### src/rtl/mstat_pkg.sv
package mstat_pkg;
  localparam int LineCount  = 4;
  localparam int RegWidth   = 2 * LineCount;
  localparam int CtrlWidth  = 5;
  localparam int IdxCarrier = 3;
  localparam int IdxRing    = 2;
  localparam int IdxReady   = 1;
  localparam int IdxClear   = 0;
  localparam logic [LineCount-1:0] ResetLevel = 4'b1011;

  typedef struct packed {
    logic clrDelta;
    logic loopSel;
  } mstat_strb_t;
endpackage

### src/rtl/mstat_ctrl.sv
module mstat_ctrl
  import mstat_pkg::*;
(
  input  logic        clk,
  input  logic        rstN,
  input  logic        rdStrobe,
  input  logic        loopMode,
  output mstat_strb_t strb
);
  always_comb begin
    strb.loopSel  = loopMode;
    strb.clrDelta = rdStrobe && !loopMode;
  end


  loop_keeps_chk: assert property (@(posedge clk) disable iff (!rstN)
    loopMode |-> !strb.clrDelta);
endmodule

### src/rtl/mstat_datapath.sv
module mstat_datapath
  import mstat_pkg::*;
#(
  parameter int SyncDepth = 2
) (
  input  logic                 clk,
  input  logic                 rstN,
  input  logic [LineCount-1:0] lineIn,
  input  mstat_strb_t          strb,
  input  logic [CtrlWidth-1:0] ctrlReg,
  output logic [RegWidth-1:0]  rdData,
  output logic                 anyDelta
);
  logic [SyncDepth-1:0][LineCount-1:0] syncQ;
  logic [LineCount-1:0] levelQ, nextLvl, edgeVec, deltaQ;
  logic [RegWidth-1:0]  loopView;
  logic                 unusedCtrl;

  generate
    for (genvar s = 0; s < SyncDepth; s++) begin : g_sync
      if (s == 0) begin : g_first
        always_ff @(posedge clk or negedge rstN)
          if (!rstN) syncQ[s] <= ResetLevel;
          else       syncQ[s] <= lineIn;
      end else begin : g_next
        always_ff @(posedge clk or negedge rstN)
          if (!rstN) syncQ[s] <= ResetLevel;
          else       syncQ[s] <= syncQ[s-1];
      end
    end
  endgenerate

  assign levelQ  = syncQ[SyncDepth-1];
  assign nextLvl = syncQ[SyncDepth-2];

  generate
    for (genvar b = 0; b < LineCount; b++) begin : g_edge
      if (b == IdxRing) begin : g_trail
        assign edgeVec[b] = levelQ[b] && !nextLvl[b];
      end else begin : g_any
        assign edgeVec[b] = levelQ[b] ^ nextLvl[b];
      end
    end
  endgenerate

  always_ff @(posedge clk or negedge rstN)
    if (!rstN) deltaQ <= '0;
    else       deltaQ <= (strb.clrDelta ? '0 : deltaQ) | edgeVec;

  assign unusedCtrl = ctrlReg[4];
  assign loopView   = {ctrlReg[3], ctrlReg[2], ctrlReg[0], ctrlReg[1], 4'b0000};
  assign rdData     = strb.loopSel ? loopView : {levelQ, deltaQ};
  assign anyDelta   = |deltaQ;


  level_follow_chk: assert property (@(posedge clk) disable iff (!rstN)
    1'b1 |=> levelQ == $past(nextLvl));

  sticky_flag_chk: assert property (@(posedge clk) disable iff (!rstN)
    !strb.clrDelta |=> (deltaQ & $past(deltaQ)) == $past(deltaQ));

  ring_rise_quiet_chk: assert property (@(posedge clk) disable iff (!rstN)
    ($rose(levelQ[IdxRing]) && !$past(deltaQ[IdxRing])) |-> !deltaQ[IdxRing]);

  read_clear_chk: assert property (@(posedge clk) disable iff (!rstN)
    (strb.clrDelta && edgeVec == '0) |=> deltaQ == '0);

  change_kept_chk: assert property (@(posedge clk) disable iff (!rstN)
    (strb.clrDelta && edgeVec[IdxCarrier]) |=> deltaQ[IdxCarrier]);
endmodule

### src/rtl/modem_status_unit.sv
module modem_status_unit
  import mstat_pkg::*;
(
  input  logic       clk,
  input  logic       rstN,
  input  logic [3:0] lineIn,
  input  logic       rdStrobe,
  input  logic       loopMode,
  input  logic [4:0] ctrlReg,
  output logic [7:0] rdData,
  output logic       anyDelta
);
  mstat_strb_t strb;

  mstat_ctrl i_ctrl (
    .clk(clk), .rstN(rstN), .rdStrobe(rdStrobe), .loopMode(loopMode), .strb(strb)
  );

  mstat_datapath #(.SyncDepth(2)) i_dp (
    .clk(clk), .rstN(rstN), .lineIn(lineIn), .strb(strb), .ctrlReg(ctrlReg),
    .rdData(rdData), .anyDelta(anyDelta)
  );


  any_delta_chk: assert property (@(posedge clk) disable iff (!rstN)
    !loopMode |-> anyDelta == (rdData[3:0] != 4'h0));
endmodule

### config.mk
export PLATFORM = sky130hd
export DESIGN_NAME = modem_status_unit
export DESIGN_NICKNAME = d
export VERILOG_FILES = /design/src/rtl/mstat_pkg.sv /design/src/rtl/mstat_ctrl.sv /design/src/rtl/mstat_datapath.sv /design/src/rtl/modem_status_unit.sv
export SDC_FILE = /design/constraint.sdc
export NUM_CORES = 1
export LEC_CHECK = 0
export ABC_AREA = 1
export BUFFER_PORTS_ARGS = -buffer_cell sky130_fd_sc_hd__buf_2
export CORE_AREA = 2 2 39 41
export DETAILED_ROUTE_END_ITERATION = 6
export DIE_AREA = 0 0 41 43
export PLACE_DENSITY = 0.67
export SLEW_MARGIN = 20
export SYNTH_ARGS = -nofsm -noshare
export SYNTH_HDL_FRONTEND = slang
export SYNTH_SLANG_ARGS = --single-unit
export TNS_END_PERCENT = 5
### constraint.sdc
create_clock -name clk -period 0.88 [get_ports clk]
set_input_delay 0.176 -clock clk [delete_from_list [all_inputs] [get_ports clk]]
set_output_delay 0.176 -clock clk [all_outputs]
set_load 0.01 [all_outputs]
==> run_results.csv, run 1 <==
group,metric,value,unit
layout,layout.cells.non_filler,102,
route,drtIter0Drc,3,
clocking,path_clk_slew,0.07,ns
power,leakage,0.403,nW
layout,final_nets,100,
yosys,synth_compound_area_frac,0.0442,
route,wl_per_cell,7.66,um
clocking,cts_buffers,3,
layout,fillers,130,
setup_path,worst-endpoint-arrival,1.05,ns
sta,setup_viol_count_final,9,
setup_path,rrSetupSlack,0.07,ns
sta,hold_viol,0,
setup_path,crit_type,"reg2out",
grt,grt_max_degree,13,
yosys,synth_mux_area_frac,0,
clocking,worstSkewPairLatency,0.26,ns
layout,regArea,308,um2
floorplanning,coreArea,1380,um2
setup_path,path_buf_inv,2,
route,drc_errors,0,
yosys,synth_xor_xnor_area_share,0,
sta,grt_setup_unrepaired,"yes",
yosys,syn_nets,72,
sta,maxSlewHeadroom,0.832,
power,vdd_drop_max,719,uV
sta,max_freq,815,MHz
placement,dp.cells,95,
sta,period_share,1.39,
setup_path,critical-path-top-delay-family,"flip-flops",
job,cap_violations,0,
yosys,synthesis.area,509,um2
sta,fin_ws,-0.347,ns
floorplanning,die_x,41,um
setup_path,critPathRequiredTime,0.70,ns
yosys,syn_avg_cell_area,8.63,um2
setup_path,crit_path_top_delay_cell,"dfstp_2",
grt,grt_pass1_wl,1.17,mm
sta,final.setup.tns,-2.17,ns
sta,skew,0.00282,ns
route,ant_nets,0,
placement,dp_hpwl,609,um
floorplanning,ios,22,
power,p_per_area,1720,nW/um2
sta,slew_viol_final,0,
layout,layout-drive-gt1-share,0.477,
route,vias_per_cell,4.16,
grt,antenna_found_initial,0,
sta,period_needed,1.23,ns
placement,port_buffers,20,
outcome,violations,"negative setup slack",
hold_path,hp-class,"in2reg",
clocking,htree_levels,1,
layout,antenna-diode-count,0,
floorplanning,die_area,1760,um2
yosys,yosysTopAreaCellShare,0.310,
setup_path,path_cells,"inv_2 -> o21ai_2 -> buf_2",
route,drt-total-wl,781,um
grt,overflow,0,
setup_path,max_stage_delay,0.54,ns
yosys,synthAdderAreaFrac,0,
clocking,cts_root_buffer,"clkbuf_4",
yosys,yosys_warnings,0,
grt,grt_pass1_vias,327,
yosys,synth_top_cell_by_area,"dfstp_2",
clocking,clock-sinks,12,
layout,final_common_cell,"nand2_1",
yosys,syn_inst,59,
clocking,cts.path.max_buffers,2,
yosys,synth_top_family_by_area,"simple AND/OR/NAND/NOR gates",
outcome,outcome,"complete, but fails checks",
sta,max_slew.worst_pin.slew,0.252,ns
clocking,cts_tree,"built",
route,vias,424,
floorplanning,start_util,0.368,
route,dr.pass1.iters,2,
setup_path,startpoint_type,"flip-flop",
yosys,ys_top_cells_by_area,"dfstp_2 (31%), dfrtp_1 (29%), nand2_1 (17%), inv_1 (8.8%), nor2_1 (3.7%)",
grt,grtUsageTotal,0.0989,
layout,multi_input_area,149,um2
layout,area_growth,36.6,%
yosys,synthSimpleGateAreaFrac,0.241,
placement,place.gp.congestion,0.558,
yosys,ys_ff_latch,12,
setup_path,cp_max_fo,2,
floorplanning,rows,14,
yosys,yosysSeqAreaShare,0.604,
setup_path,endpoint_kind,"primary output",
floorplanning,die_h,43,um
yosys,synth.distinct_cells,10,
layout,final_cell_mix,"nand2_1 (23), buf_2 (20), inv_1 (7)",
-- flip-flops by register name (all words and copies together), names as in the netlist --
| signal | flops |
|---|---|
| i_dp.deltaQ | 4 |
| i_dp.levelQ | 4 |
| i_dp.nextLvl | 4 |
-- metal layers --
metal	global-route usage	routed length [um]
met1	0.112	354
met2	0.153	366
met3	0.0157	60
met4	0.0800	0
met5	0	0
-- report_power, final --
part / switching (W) / internal (W) / total [W]
registers: 0.0000225 / 0.000597 / 0.000619
logic: 0.0000902 / 0.0000783 / 0.000168
clock network: 0.000158 / 0.000251 / 0.000408
-- cells in the mapped netlist --
library cell and number:
nand2_1 23, inv_1 12, dfrtp_1 6, dfstp_2 6
nor2_1 5, nand2_2 2, o21ai_2 2, buf_6 1
nand3_1 1, o21ai_0 1
-- what timing repair did --
item	4_1_cts	5_1_grt
buffers inserted	0	0
hold buffers	2	1
setup endpoints to repair	9	9
resized for setup	4	1
pin swaps	2	0
hold endpoints to repair	7	1
-- through the flow --
step / instance area (um2) / setup slack [ns] / util / power (W) / hold slack (ns)
after floorplan: 513 / 0.00607 / - / 0.000713 / -0.120
after global placement: 629 / -0.0773 / 0.455 / 0.000780 / 0.0580
after detailed placement: 629 / -0.0819 / 0.455 / 0.000786 / 0.0588
after CTS: 686 / -0.365 / 0.495 / 0.00121 / 0.00289
after global routing: 696 / -0.414 / 0.503 / 0.00127 / 0.00275
final: 696 / -0.347 / 0.503 / 0.00120 / 0.0126
-- path summary, 6_finish.rpt --
check / startpoint / to / cells past startpoint
min in group asynchronous: rstN / i_dp.deltaQ[3]$_DFF_PN0_ / 2
max in group asynchronous: rstN / i_dp.levelQ[1]$_DFF_PN1_ / 2
min: lineIn[1] / i_dp.nextLvl[1]$_DFF_PN1_ / 1
min reg2reg: i_dp.nextLvl[3]$_DFF_PN1_ / i_dp.levelQ[3]$_DFF_PN1_ / 0
max reg2reg: i_dp.nextLvl[1]$_DFF_PN1_ / i_dp.deltaQ[1]$_DFF_PN0_ / 3
max: i_dp.levelQ[0]$_DFF_PN1_ / rdData[4] / 3
-- cells by family (layout without fill, tap and decap cells) --
group / after synthesis / in the layout
and+or+nand+nor: 31 / 31
DFF: 12 / 12
AOI/OAI and AO/OA: 3 / 3
buffers and inverters: 13 / 40
-- final cells by class --
type | count | share of cell area
flip-flops and latches | 12 | 0.442
multi-input cells | 34 | 0.214
repair buffers | 24 | 0.198
inverters | 12 | 0.0647
clock buffers | 4 | 0.0522
well taps | 16 | 0.0288
Power figures use the tool's default switching activity.
==> run 2, diff against run 1 <==
ABC_AREA = unset   (was 1)
PLACE_DENSITY = unset   (was 0.67)
==> run 2 against run 1 <==
The run still ends with negative setup slack left. Maximum frequency increased by 1.7%. Synthesized area is 7.9% lower. Synthesized cell count shrank 39%. Via count decreased by 13%. Register-to-register slack worse by 0.11 ns. Highest routed layer is now met4.
==> run_results.csv, run 2 <==
group,metric,value,unit
outcome,outcome,"complete, but fails checks",
outcome,violations,"negative setup slack",
yosys,synthesis.area,469,um2
placement,place.gp.congestion,0.619,
layout,final_cell_mix,"buf_2 (17), dfrtp_1 (6), dfstp_2 (6)",
route,wl_per_cell,9.65,um
floorplanning,ios,22,
route,vias,370,
clocking,clock-sinks,12,
layout,final_nets,82,
route,drtIter0Drc,1,
grt,grt_pass1_wl,1.35,mm
grt,grt_max_degree,13,
yosys,synth_top_family_by_area,"multiplexers",
sta,max_slew.worst_pin.slew,0.260,ns
floorplanning,coreArea,1380,um2
yosys,synth_compound_area_frac,0.0560,
job,cap_violations,0,
layout,layout-drive-gt1-share,0.676,
sta,max_freq,829,MHz
placement,dp.cells,72,
grt,overflow,0,
setup_path,max_stage_delay,0.53,ns
yosys,synthSimpleGateAreaFrac,0.0720,
setup_path,worst-endpoint-arrival,1.03,ns
yosys,syn_avg_cell_area,13.0,um2
power,leakage,0.362,nW
sta,skew,0.00292,ns
power,vdd_drop_max,886,uV
clocking,cts.path.max_buffers,2,
layout,final_common_cell,"buf_2",
sta,slew_viol_final,0,
grt,grtUsageTotal,0.121,
clocking,cts_tree,"built",
sta,fin_ws,-0.327,ns
clocking,htree_levels,1,
floorplanning,die_x,41,um
setup_path,rrSetupSlack,-0.04,ns
route,drt-total-wl,811,um
layout,antenna-diode-count,0,
sta,setup_viol_count_final,12,
clocking,worstSkewPairLatency,0.27,ns
hold_path,hp-class,"in2reg",
power,finalPower,0.00126,W
sta,grt_setup_unrepaired,"yes",
yosys,yosys_warnings,0,
yosys,syn_inst,36,
layout,area_growth,55.7,%
route,dr.pass1.iters,2,
yosys,ys_async_sr_fraction,1.00,
route,vias_per_cell,4.40,
floorplanning,die_area,1760,um2
layout,layout.cells.non_filler,84,
yosys,synth_xor_xnor_area_share,0.0560,
yosys,synth_ff_type,"dfstp_2",
floorplanning,rows,14,
yosys,synth-edff-count,0,
power,p_per_area,1720,nW/um2
setup_path,critPathRequiredTime,0.70,ns
setup_path,path_cells,"mux2_4 -> buf_6",
yosys,yosysTopAreaCellShare,0.336,
clocking,cts_root_buffer,"clkbuf_4",
sta,maxSlewHeadroom,0.827,
yosys,synth_top_cell_by_area,"dfstp_2",
yosys,yosysSeqAreaShare,0.656,
setup_path,crit_path_top_delay_cell,"dfstp_2",
clocking,path_clk_slew,0.07,ns
grt,antenna_found_initial,0,
floorplanning,start_util,0.339,
route,drc_errors,0,
sta,hold_viol,0,
yosys,synth.distinct_cells,12,
placement,port_buffers,20,
yosys,synth_mux_area_frac,0.0960,
clocking,cts_buffers,3,
placement,dp_slack,-0.0784,ns
setup_path,startpoint_type,"flip-flop",
setup_path,cp_max_fo,2,
yosys,syn_nets,49,
grt,grt_pass1_vias,352,
yosys,synthTopCellsByCount,"dfrtp_1 (6), dfstp_2 (6), inv_1 (5)",
setup_path,crit_type,"reg2out",
setup_path,endpoint_kind,"primary output",
route,ant_nets,0,
sta,period_needed,1.21,ns
sta,period_share,1.37,
yosys,synthAdderAreaFrac,0,
floorplanning,die_h,43,um
yosys,ys_top_cells_by_area,"dfstp_2 (34%), dfrtp_1 (32%), mux2_4 (9.6%), xnor2_1 (5.6%), o21ai_0 (4.3%)",
yosys,ys_ff_latch,12,
-- run 2: final timing paths --
| check | startpoint | to | depth (start not counted) |
|---|---|---|---|
| max | i_dp.levelQ[3]$_DFF_PN1_ | rdData[7] | 2 |
| min | rdStrobe | i_dp.deltaQ[1]$_DFF_PN0_ | 3 |
| max reg2reg | i_dp.levelQ[0]$_DFF_PN1_ | i_dp.deltaQ[0]$_DFF_PN0_ | 3 |
| min reg2reg | i_dp.nextLvl[0]$_DFF_PN1_ | i_dp.levelQ[0]$_DFF_PN1_ | 0 |
| max in group asynchronous | rstN | i_dp.nextLvl[3]$_DFF_PN1_ | 2 |
| min in group asynchronous | rstN | i_dp.nextLvl[2]$_DFF_PN0_ | 2 |
-- run 2: metrics by stage --
stage / TNS (ns) / cell area, um2 / utilization / hold WS, ns
2_1_floorplan: 0 / 469 / - / -0.120
3_3_place_gp: -0.277 / 586 / 0.423 / 0.0584
3_5_place_dp: -0.332 / 586 / 0.423 / 0.0653
4_1_cts: -2.29 / 721 / 0.521 / 0.283
5_1_grt: -2.87 / 731 / 0.528 / 0.290
6_report: -2.13 / 731 / 0.528 / 0.288
-- run 2: where the power goes --
group / leakage [nW] / internal (W) / switching, W
logic: 0.214 / 0.000124 / 0.0000920
registers: 0.128 / 0.000600 / 0.0000197
clock network: 0.0210 / 0.000251 / 0.000172
-- run 2: logic make-up (layout without fill, tap and decap cells) --
group / Yosys count / after routing
compound gates: 5 / 5
buf+inv: 6 / 38
flops: 12 / 12
mux: 3 / 3
xor+xnor: 3 / 3
simple gates: 7 / 7
-- run 2: worst max-delay path, delay by kind of cell, from the launching register on --
family   cells  cell delay [ns]
flops        1             0.53
mux          1             0.14
buf+inv      1             0.09
-- run 2: area by class of cell --
type	count	area, um2
clock buffer	4	36.3
sequential	12	308
tap	16	20.0
multi-input combinational	18	149
timing repair buffer	29	199
inverter	5	18.8
fill	123	653
-- run 2: per-layer routing --
| metal | global-route usage | share of wire |
|---|---|---|
| met5 | 0 | 0 |
| met4 | 0.100 | 0.0086 |
| met3 | 0.0471 | 0.076 |
| met2 | 0.188 | 0.50 |
| met1 | 0.119 | 0.41 |
-- run 2: timing repair --
action,4_1_cts,5_1_grt
hold endpoints to repair,10,0
hold buffers,5,0
setup buffers,3,0
endpoints found under the setup margin,9,12
resized for setup,13,2
pin swaps,3,1
